<file path="src/rtl/refclk_meter_pkg.sv">
package refclk_meter_pkg;

  localparam int NUM_TGT = 6;
  localparam int TSEL_W  = 3;
  localparam int CFG_W   = 8;
  localparam int PHASE_W = 5;

  typedef enum logic [1:0] {
    EDGE_RISE = 2'b00,
    EDGE_FALL = 2'b01,
    EDGE_BOTH = 2'b10,
    EDGE_BAD  = 2'b11
  } edge_mode_e;

  typedef struct packed {
    logic run;      // measurement active with a legal configuration
    logic restart;  // qualifying reference edge seen
    logic capture;  // qualifying edge that closes a complete window
  } meter_stb_t;

  function automatic logic [PHASE_W-1:0] lastPhase(input logic [1:0] preSel);
    case (preSel)
      2'b00:   lastPhase = PHASE_W'(0);
      2'b01:   lastPhase = PHASE_W'(3);
      2'b10:   lastPhase = PHASE_W'(7);
      default: lastPhase = PHASE_W'(31);
    endcase
  endfunction

endpackage

</file>
<file path="src/rtl/refclk_meter_ctrl.sv">
module refclk_meter_ctrl
  import refclk_meter_pkg::*;
#(
  parameter int SYNC_STAGES = 2
) (
  input  logic              clk,
  input  logic              rstN,
  input  logic              cfgWrEn,
  input  logic [CFG_W-1:0]  cfgWrData,
  input  logic              measEn,
  input  logic              refIn,
  output logic [CFG_W-1:0]  ctrlQ,
  output logic [TSEL_W-1:0] tgtSel,
  output logic [1:0]        preSel,
  output meter_stb_t        stb
);

  logic [CFG_W-1:0] ctrlReg;
  logic             refNow;
  logic             refPrev;
  logic             primed;
  logic             refEnable;
  edge_mode_e       edgeSel;
  logic             cfgLegal;
  logic             edgeHit;
  logic             run;
  logic             validEdge;

  // configuration register, frozen while a run is active
  always_ff @(posedge clk or negedge rstN) begin
    if (!rstN)                    ctrlReg <= '0;
    else if (cfgWrEn && !measEn)  ctrlReg <= cfgWrData;
  end

  // reference synchronizer
  generate
    if (SYNC_STAGES <= 1) begin : gSyncOne
      logic syncFf;
      always_ff @(posedge clk or negedge rstN) begin
        if (!rstN) syncFf <= 1'b0;
        else       syncFf <= refIn;
      end
      assign refNow = syncFf;
    end else begin : gSyncChain
      logic [SYNC_STAGES-1:0] syncChain;
      always_ff @(posedge clk or negedge rstN) begin
        if (!rstN) syncChain <= '0;
        else       syncChain <= {syncChain[SYNC_STAGES-2:0], refIn};
      end
      assign refNow = syncChain[SYNC_STAGES-1];
    end
  endgenerate

  always_ff @(posedge clk or negedge rstN) begin
    if (!rstN) refPrev <= 1'b0;
    else       refPrev <= refNow;
  end

  assign refEnable = ctrlReg[0];
  assign tgtSel    = ctrlReg[3:1];
  assign preSel    = ctrlReg[5:4];
  assign edgeSel   = edge_mode_e'(ctrlReg[7:6]);
  assign cfgLegal  = (tgtSel < TSEL_W'(NUM_TGT)) && (edgeSel != EDGE_BAD);

  always_comb begin
    case (edgeSel)
      EDGE_RISE: edgeHit = refNow & ~refPrev;
      EDGE_FALL: edgeHit = ~refNow & refPrev;
      EDGE_BOTH: edgeHit = refNow ^ refPrev;
      default:   edgeHit = 1'b0;
    endcase
  end

  assign run       = measEn & cfgLegal;
  assign validEdge = run & refEnable & edgeHit;

  // first qualifying edge of a run only arms the capture path
  always_ff @(posedge clk or negedge rstN) begin
    if (!rstN)          primed <= 1'b0;
    else if (!run)      primed <= 1'b0;
    else if (validEdge) primed <= 1'b1;
  end

  assign ctrlQ       = ctrlReg;
  assign stb.run     = run;
  assign stb.restart = validEdge;
  assign stb.capture = validEdge & primed;

endmodule

</file>
<file path="src/rtl/refclk_meter_dp.sv">
module refclk_meter_dp
  import refclk_meter_pkg::*;
#(
  parameter int CNT_W = 16
) (
  input  logic              clk,
  input  logic              rstN,
  input  meter_stb_t        stb,
  input  logic [NUM_TGT-1:0] tgtTick,
  input  logic [TSEL_W-1:0] tgtSel,
  input  logic [1:0]        preSel,
  output logic [CNT_W-1:0]  capCount,
  output logic              capValid,
  output logic              capOverflow,
  output logic              overflowFlag
);

  localparam logic [CNT_W-1:0] CNT_MAX = '1;

  logic               srcTick;
  logic [PHASE_W-1:0] phase;
  logic [PHASE_W-1:0] phaseEnd;
  logic               preTick;
  logic [CNT_W-1:0]   cnt;
  logic               ovf;

  // target source mux
  always_comb begin
    srcTick = 1'b0;
    for (int i = 0; i < NUM_TGT; i++) begin
      if (tgtSel == TSEL_W'(i)) srcTick = tgtTick[i];
    end
  end

  // prescaler
  assign phaseEnd = lastPhase(preSel);
  assign preTick  = srcTick && (phase == phaseEnd);

  always_ff @(posedge clk or negedge rstN) begin
    if (!rstN)             phase <= '0;
    else if (!stb.run)     phase <= '0;
    else if (srcTick) begin
      if (phase == phaseEnd) phase <= '0;
      else                   phase <= phase + 1'b1;
    end
  end

  // saturating window counter with sticky overflow
  always_ff @(posedge clk or negedge rstN) begin
    if (!rstN) begin
      cnt <= '0;
      ovf <= 1'b0;
    end else if (!stb.run || stb.restart) begin
      cnt <= '0;
      ovf <= 1'b0;
    end else if (preTick) begin
      if (cnt == CNT_MAX) ovf <= 1'b1;
      else                cnt <= cnt + 1'b1;
    end
  end

  // capture registers
  always_ff @(posedge clk or negedge rstN) begin
    if (!rstN) begin
      capCount    <= '0;
      capOverflow <= 1'b0;
      capValid    <= 1'b0;
    end else begin
      capValid <= stb.capture;
      if (stb.capture) begin
        capCount    <= cnt;
        capOverflow <= ovf;
      end
    end
  end

  assign overflowFlag = ovf;

endmodule

</file>
<file path="src/rtl/refclk_meter.sv">
module refclk_meter
  import refclk_meter_pkg::*;
#(
  parameter int CNT_W       = 16,
  parameter int SYNC_STAGES = 2
) (
  input  logic         clk,
  input  logic         rstN,
  input  logic         cfgWrEn,
  input  logic [7:0]   cfgWrData,
  input  logic         measEn,
  input  logic [5:0]   tgtTick,
  input  logic         refIn,
  output logic [7:0]   ctrlOut,
  output logic [15:0]  capCount,
  output logic         capValid,
  output logic         capOverflow,
  output logic         overflowFlag
);

  meter_stb_t        stb;
  logic [TSEL_W-1:0] tgtSel;
  logic [1:0]        preSel;
  logic [CNT_W-1:0]  capCountInt;

  refclk_meter_ctrl #(.SYNC_STAGES(SYNC_STAGES)) u_ctrl (
    .clk       (clk),
    .rstN      (rstN),
    .cfgWrEn   (cfgWrEn),
    .cfgWrData (cfgWrData),
    .measEn    (measEn),
    .refIn     (refIn),
    .ctrlQ     (ctrlOut),
    .tgtSel    (tgtSel),
    .preSel    (preSel),
    .stb       (stb)
  );

  refclk_meter_dp #(.CNT_W(CNT_W)) u_dp (
    .clk          (clk),
    .rstN         (rstN),
    .stb          (stb),
    .tgtTick      (tgtTick),
    .tgtSel       (tgtSel),
    .preSel       (preSel),
    .capCount     (capCountInt),
    .capValid     (capValid),
    .capOverflow  (capOverflow),
    .overflowFlag (overflowFlag)
  );

  assign capCount = 16'(capCountInt);

endmodule

</file>
<file path="config.mk">
export PLATFORM = sky130hd
export DESIGN_NAME = refclk_meter
export DESIGN_NICKNAME = d
export VERILOG_FILES = /design/src/rtl/refclk_meter_pkg.sv /design/src/rtl/refclk_meter_ctrl.sv /design/src/rtl/refclk_meter_dp.sv /design/src/rtl/refclk_meter.sv
export SDC_FILE = /design/constraint.sdc
export NUM_CORES = 1
export LEC_CHECK = 0
export ABC_CLOCK_PERIOD_IN_PS = 4300
export BUFFER_PORTS_ARGS = -buffer_cell sky130_fd_sc_hd__buf_2
export CORE_UTILIZATION = 40
export DETAILED_ROUTE_END_ITERATION = 12
export SYNTH_ARGS = -nofsm -noshare
export SYNTH_HDL_FRONTEND = slang
export SYNTH_HIERARCHICAL = 1
export SYNTH_SLANG_ARGS = --single-unit
</file>
<file path="constraint.sdc">
create_clock -name clk -period 4.3 [get_ports clk]
set_input_delay 0.43 -clock clk [delete_from_list [all_inputs] [get_ports clk]]
set_output_delay 0.43 -clock clk [all_outputs]
set_load 0.1 [all_outputs]
</file>
==> impl_metrics.py <==
metrics = {
    "grt": {
        "grt_max_degree": 53,
        "grt_overflow_total": 0,
        "first_pass_grt_wire_length_um": 8730,
        "antenna_found_initial": 0,
        "first_global_vias": 1877,
        "grt.total_usage": 0.156,
    },
    "critical_path": {
        "cp-end-kind": "flop",
        "regToRegSetupSlack_ns": 2.11,
        "regToRegEndpoint": "u_dp/cnt[15]$_DFFE_PN0P_",
        "worst-path-max-fanout": 16,
        "critical_path_arrival_ns": 2.41,
        "endpoint": "u_dp/cnt[15]$_DFFE_PN0P_",
        "worstRegToRegCells": 5,
        "startpoint_type": "flop",
        "critPathLaunch": "u_ctrl/ctrlQ[1]$_DFFE_PN0P_",
        "regToRegStartpoint": "u_ctrl/ctrlQ[1]$_DFFE_PN0P_",
        "critPathKind": "reg2reg",
        "required_ns": 4.52,
    },
    "clocking": {
        "clock_path_buffers": 2,
        "cts.repair_timing.setup_buffer_count": 0,
        "cts_num_sinks": 52,
        "clkSlewWorstSetupHoldPaths_ns": 0.09,
        "root_buffer": "clkbuf_8",
        "cts-htree-levels": 2,
        "tritoncts": "done",
        "cts_repair_resize_count": 0,
        "insertion_delay_ns": 0.30,
        "cts_inserted_buffers": 5,
        "post_cts_hold_buffer_count": 0,
    },
    "pwr": {
        "maximum_ir_drop_on_the_vdd_rail_v": 0.000174,
        "power.density_cell_area_nw_per_um2": 351,
        "design_power_total_mw": 1.04,
        "power_leakage_nw": 1.35,
    },
    "logic_synthesis": {
        "syn_nets": 257,
        "yosysTopAreaCell": "dfrtp_1",
        "yosys-top-cells-count": "dfrtp_1, mux2_2, a21oi_1, nand2_1, o21ai_0",
        "ys_seq_elements": 52,
        "synth_async_sr_flop_share": 1.00,
        "post-synth-top-area-fraction": 0.497,
        "synthTopCellsByArea": "dfrtp_1, mux2_2, a21oi_1",
        "yosys.cell_count.top_type": "dfrtp_1",
        "synth.avg_cell_area_um2": 11.2,
        "netlist-cell-type-count": 44,
        "syn-cell-area_um2": 2620,
        "part_of_the_yosys_area_used_for_sequential_elements": 0.497,
        "synth_enable_flop_cells": 0,
        "ys.flop_type": "dfrtp_1",
        "ys.warnings.count": 6,
        "syn-instance-count": 234,
    },
    "floorplanning": {
        "core_area_um2": 6350,
        "die_width_um": 82.9,
        "boundaryPins": 46,
        "initial_core_util": 0.412,
        "rows": 29,
        "design.die.area_um2": 6870,
        "fp.dieH_um": 82.9,
    },
    "timing": {
        "maxClockFrequency_mhz": 456,
        "final-hold-violation-count": 0,
        "final.setup.tns_ns": 0,
        "slew-limit-headroom": 0.266,
        "setup-violations-final": 0,
        "tightestPinTransition_ns": 1.09,
        "unrepaired_setup_endpoints_after_global_routing": "no",
        "report.final.slew_viol_count": 0,
        "period_minus_slack_ns": 2.19,
        "clock_skews_ns": 0.00709,
        "period_share": 0.510,
    },
    "hold_path": {
        "hold_path_class": "in2async",
    },
    "placed_design": {
        "globalplace.congestion": 0.779,
        "dpl.hpwl_um": 3520,
        "io_buffers": 45,
    },
    "route": {
        "ant_nets": 0,
        "drt_iter0_markers": 67,
        "routed_wire_length_per_instance_um": 14.7,
        "vias_per_cell": 5.56,
        "dr_total_vias": 1934,
        "route.detailed.drc": 0,
        "drt_wl_total_um": 5130,
        "detailedRoute.firstPassIterationCount": 4,
    },
    "finish": {
        "layout-area-overhead-vs-synth_pct": 12.8,
        "fin_nets": 294,
        "proportion_of_layout_cells_with_a_drive_suffix_above_1": 0.336,
        "fill_cells": 597,
        "ant_diodes": 0,
    },
    "flow_run": {
        "timing.max_cap.violations": 0,
    },
    "outcome": {
        "status": "completed",
    },
}
==> kinds of logic (layout without fill, tap and decap cells) <==
| kind of cell | count (synthesis) | after routing | synth area share |
|---|---|---|---|
| mux | 29 | 29 | 0.129 |
| simple gates | 80 | 80 | 0.179 |
| flops | 52 | 52 | 0.497 |
| compound gates | 46 | 46 | 0.128 |
| fa+ha+maj | 4 | 4 | 0.0191 |
| buf+inv | 23 | 60 | 0.0483 |
==> worst min path at each step <==
stage	startpoint	end	slack, ns	depth (start not counted)
after floorplan	rstN	u_ctrl/ctrlQ[0]$_DFFE_PN0P_	0.13	0
after global placement	u_ctrl/gSyncChain.syncChain[0]$_DFF_PN0_	u_ctrl/gSyncChain.syncChain[1]$_DFF_PN0_	0.34	0
after detailed placement	u_ctrl/gSyncChain.syncChain[0]$_DFF_PN0_	u_ctrl/gSyncChain.syncChain[1]$_DFF_PN0_	0.36	0
after CTS	refIn	u_ctrl/gSyncChain.syncChain[0]$_DFF_PN0_	0.22	1
after global routing	refIn	u_ctrl/gSyncChain.syncChain[0]$_DFF_PN0_	0.22	1
final	rstN	u_dp/capCount[12]$_DFFE_PN0P_	0.24	2
==> worst max-delay path: stages, from the launching register on <==
cell	delay [ns]
dfrtp_1	0.43
mux4_2	0.37
a22o_1	0.35
nand2_2	0.26
or4_1	0.54
a21oi_1	0.16
==> registers in the layout, indices dropped and copies added (netlist names) <==
signal / count
u_dp/capCount: 16
u_ctrl/primed: 1
u_dp/phase: 5
u_ctrl/gSyncChain.syncChain: 2
u_ctrl/refPrev: 1
u_ctrl/ctrlQ: 8
u_dp/capOverflow: 1
u_dp/capValid: 1
u_dp/overflowFlag: 1
u_dp/cnt: 16
==> power by group <==
group	internal, mW	leakage, nW	switching (mW)
clock	0.144	0.0503	0.151
combinational	0.0499	0.594	0.167
sequential	0.504	0.702	0.0205
==> metal layers <==
layer / track usage / routed length, um / up-vias
li1: - / - / 932
met5: 0 / 0 / -
met2: 0.245 / 2350 / 27
met1: 0.213 / 2580 / 967
met4: 0.0533 / 74 / 0
met3: 0.0338 / 126 / 8
==> layout make-up <==
type	instances	area, um^2	share of cell area
clock buffers	7	96.3	0.0326
flip-flops and latches	52	1300	0.441
repair buffers	47	240	0.0814
inverters	6	22.5	0.00763
multi-input cells	159	1200	0.405
well taps	77	96.3	0.0326
==> per-stage QoR <==
step / hold slack, ns / util / cell area (um^2) / setup slack (ns) / std cells
global placement: 0.335 / 0.450 / 2860 / 2.18 / 341
detailed placement: 0.355 / 0.450 / 2860 / 2.14 / 341
global route: 0.219 / 0.465 / 2950 / 1.89 / 348
floorplan: 0.134 / - / 2620 / 1.54 / 234
finish: 0.235 / 0.465 / 2950 / 2.11 / 348
CTS: 0.223 / 0.465 / 2950 / 2.11 / 348
==> placed cells by master (no fill, tap or decap), types with 7 or more instances in the layout <==
cell type and count:
dfrtp_1 52, a21oi_1 14, or4_1 7, nand4_1 8
clkbuf_8 7, mux2_2 25, buf_2 45, nand3_1 10
o21ai_0 12, nor2_1 7, nand2_1 14, o31ai_1 7
No activity file was read; power rests on OpenSTA's default activity.
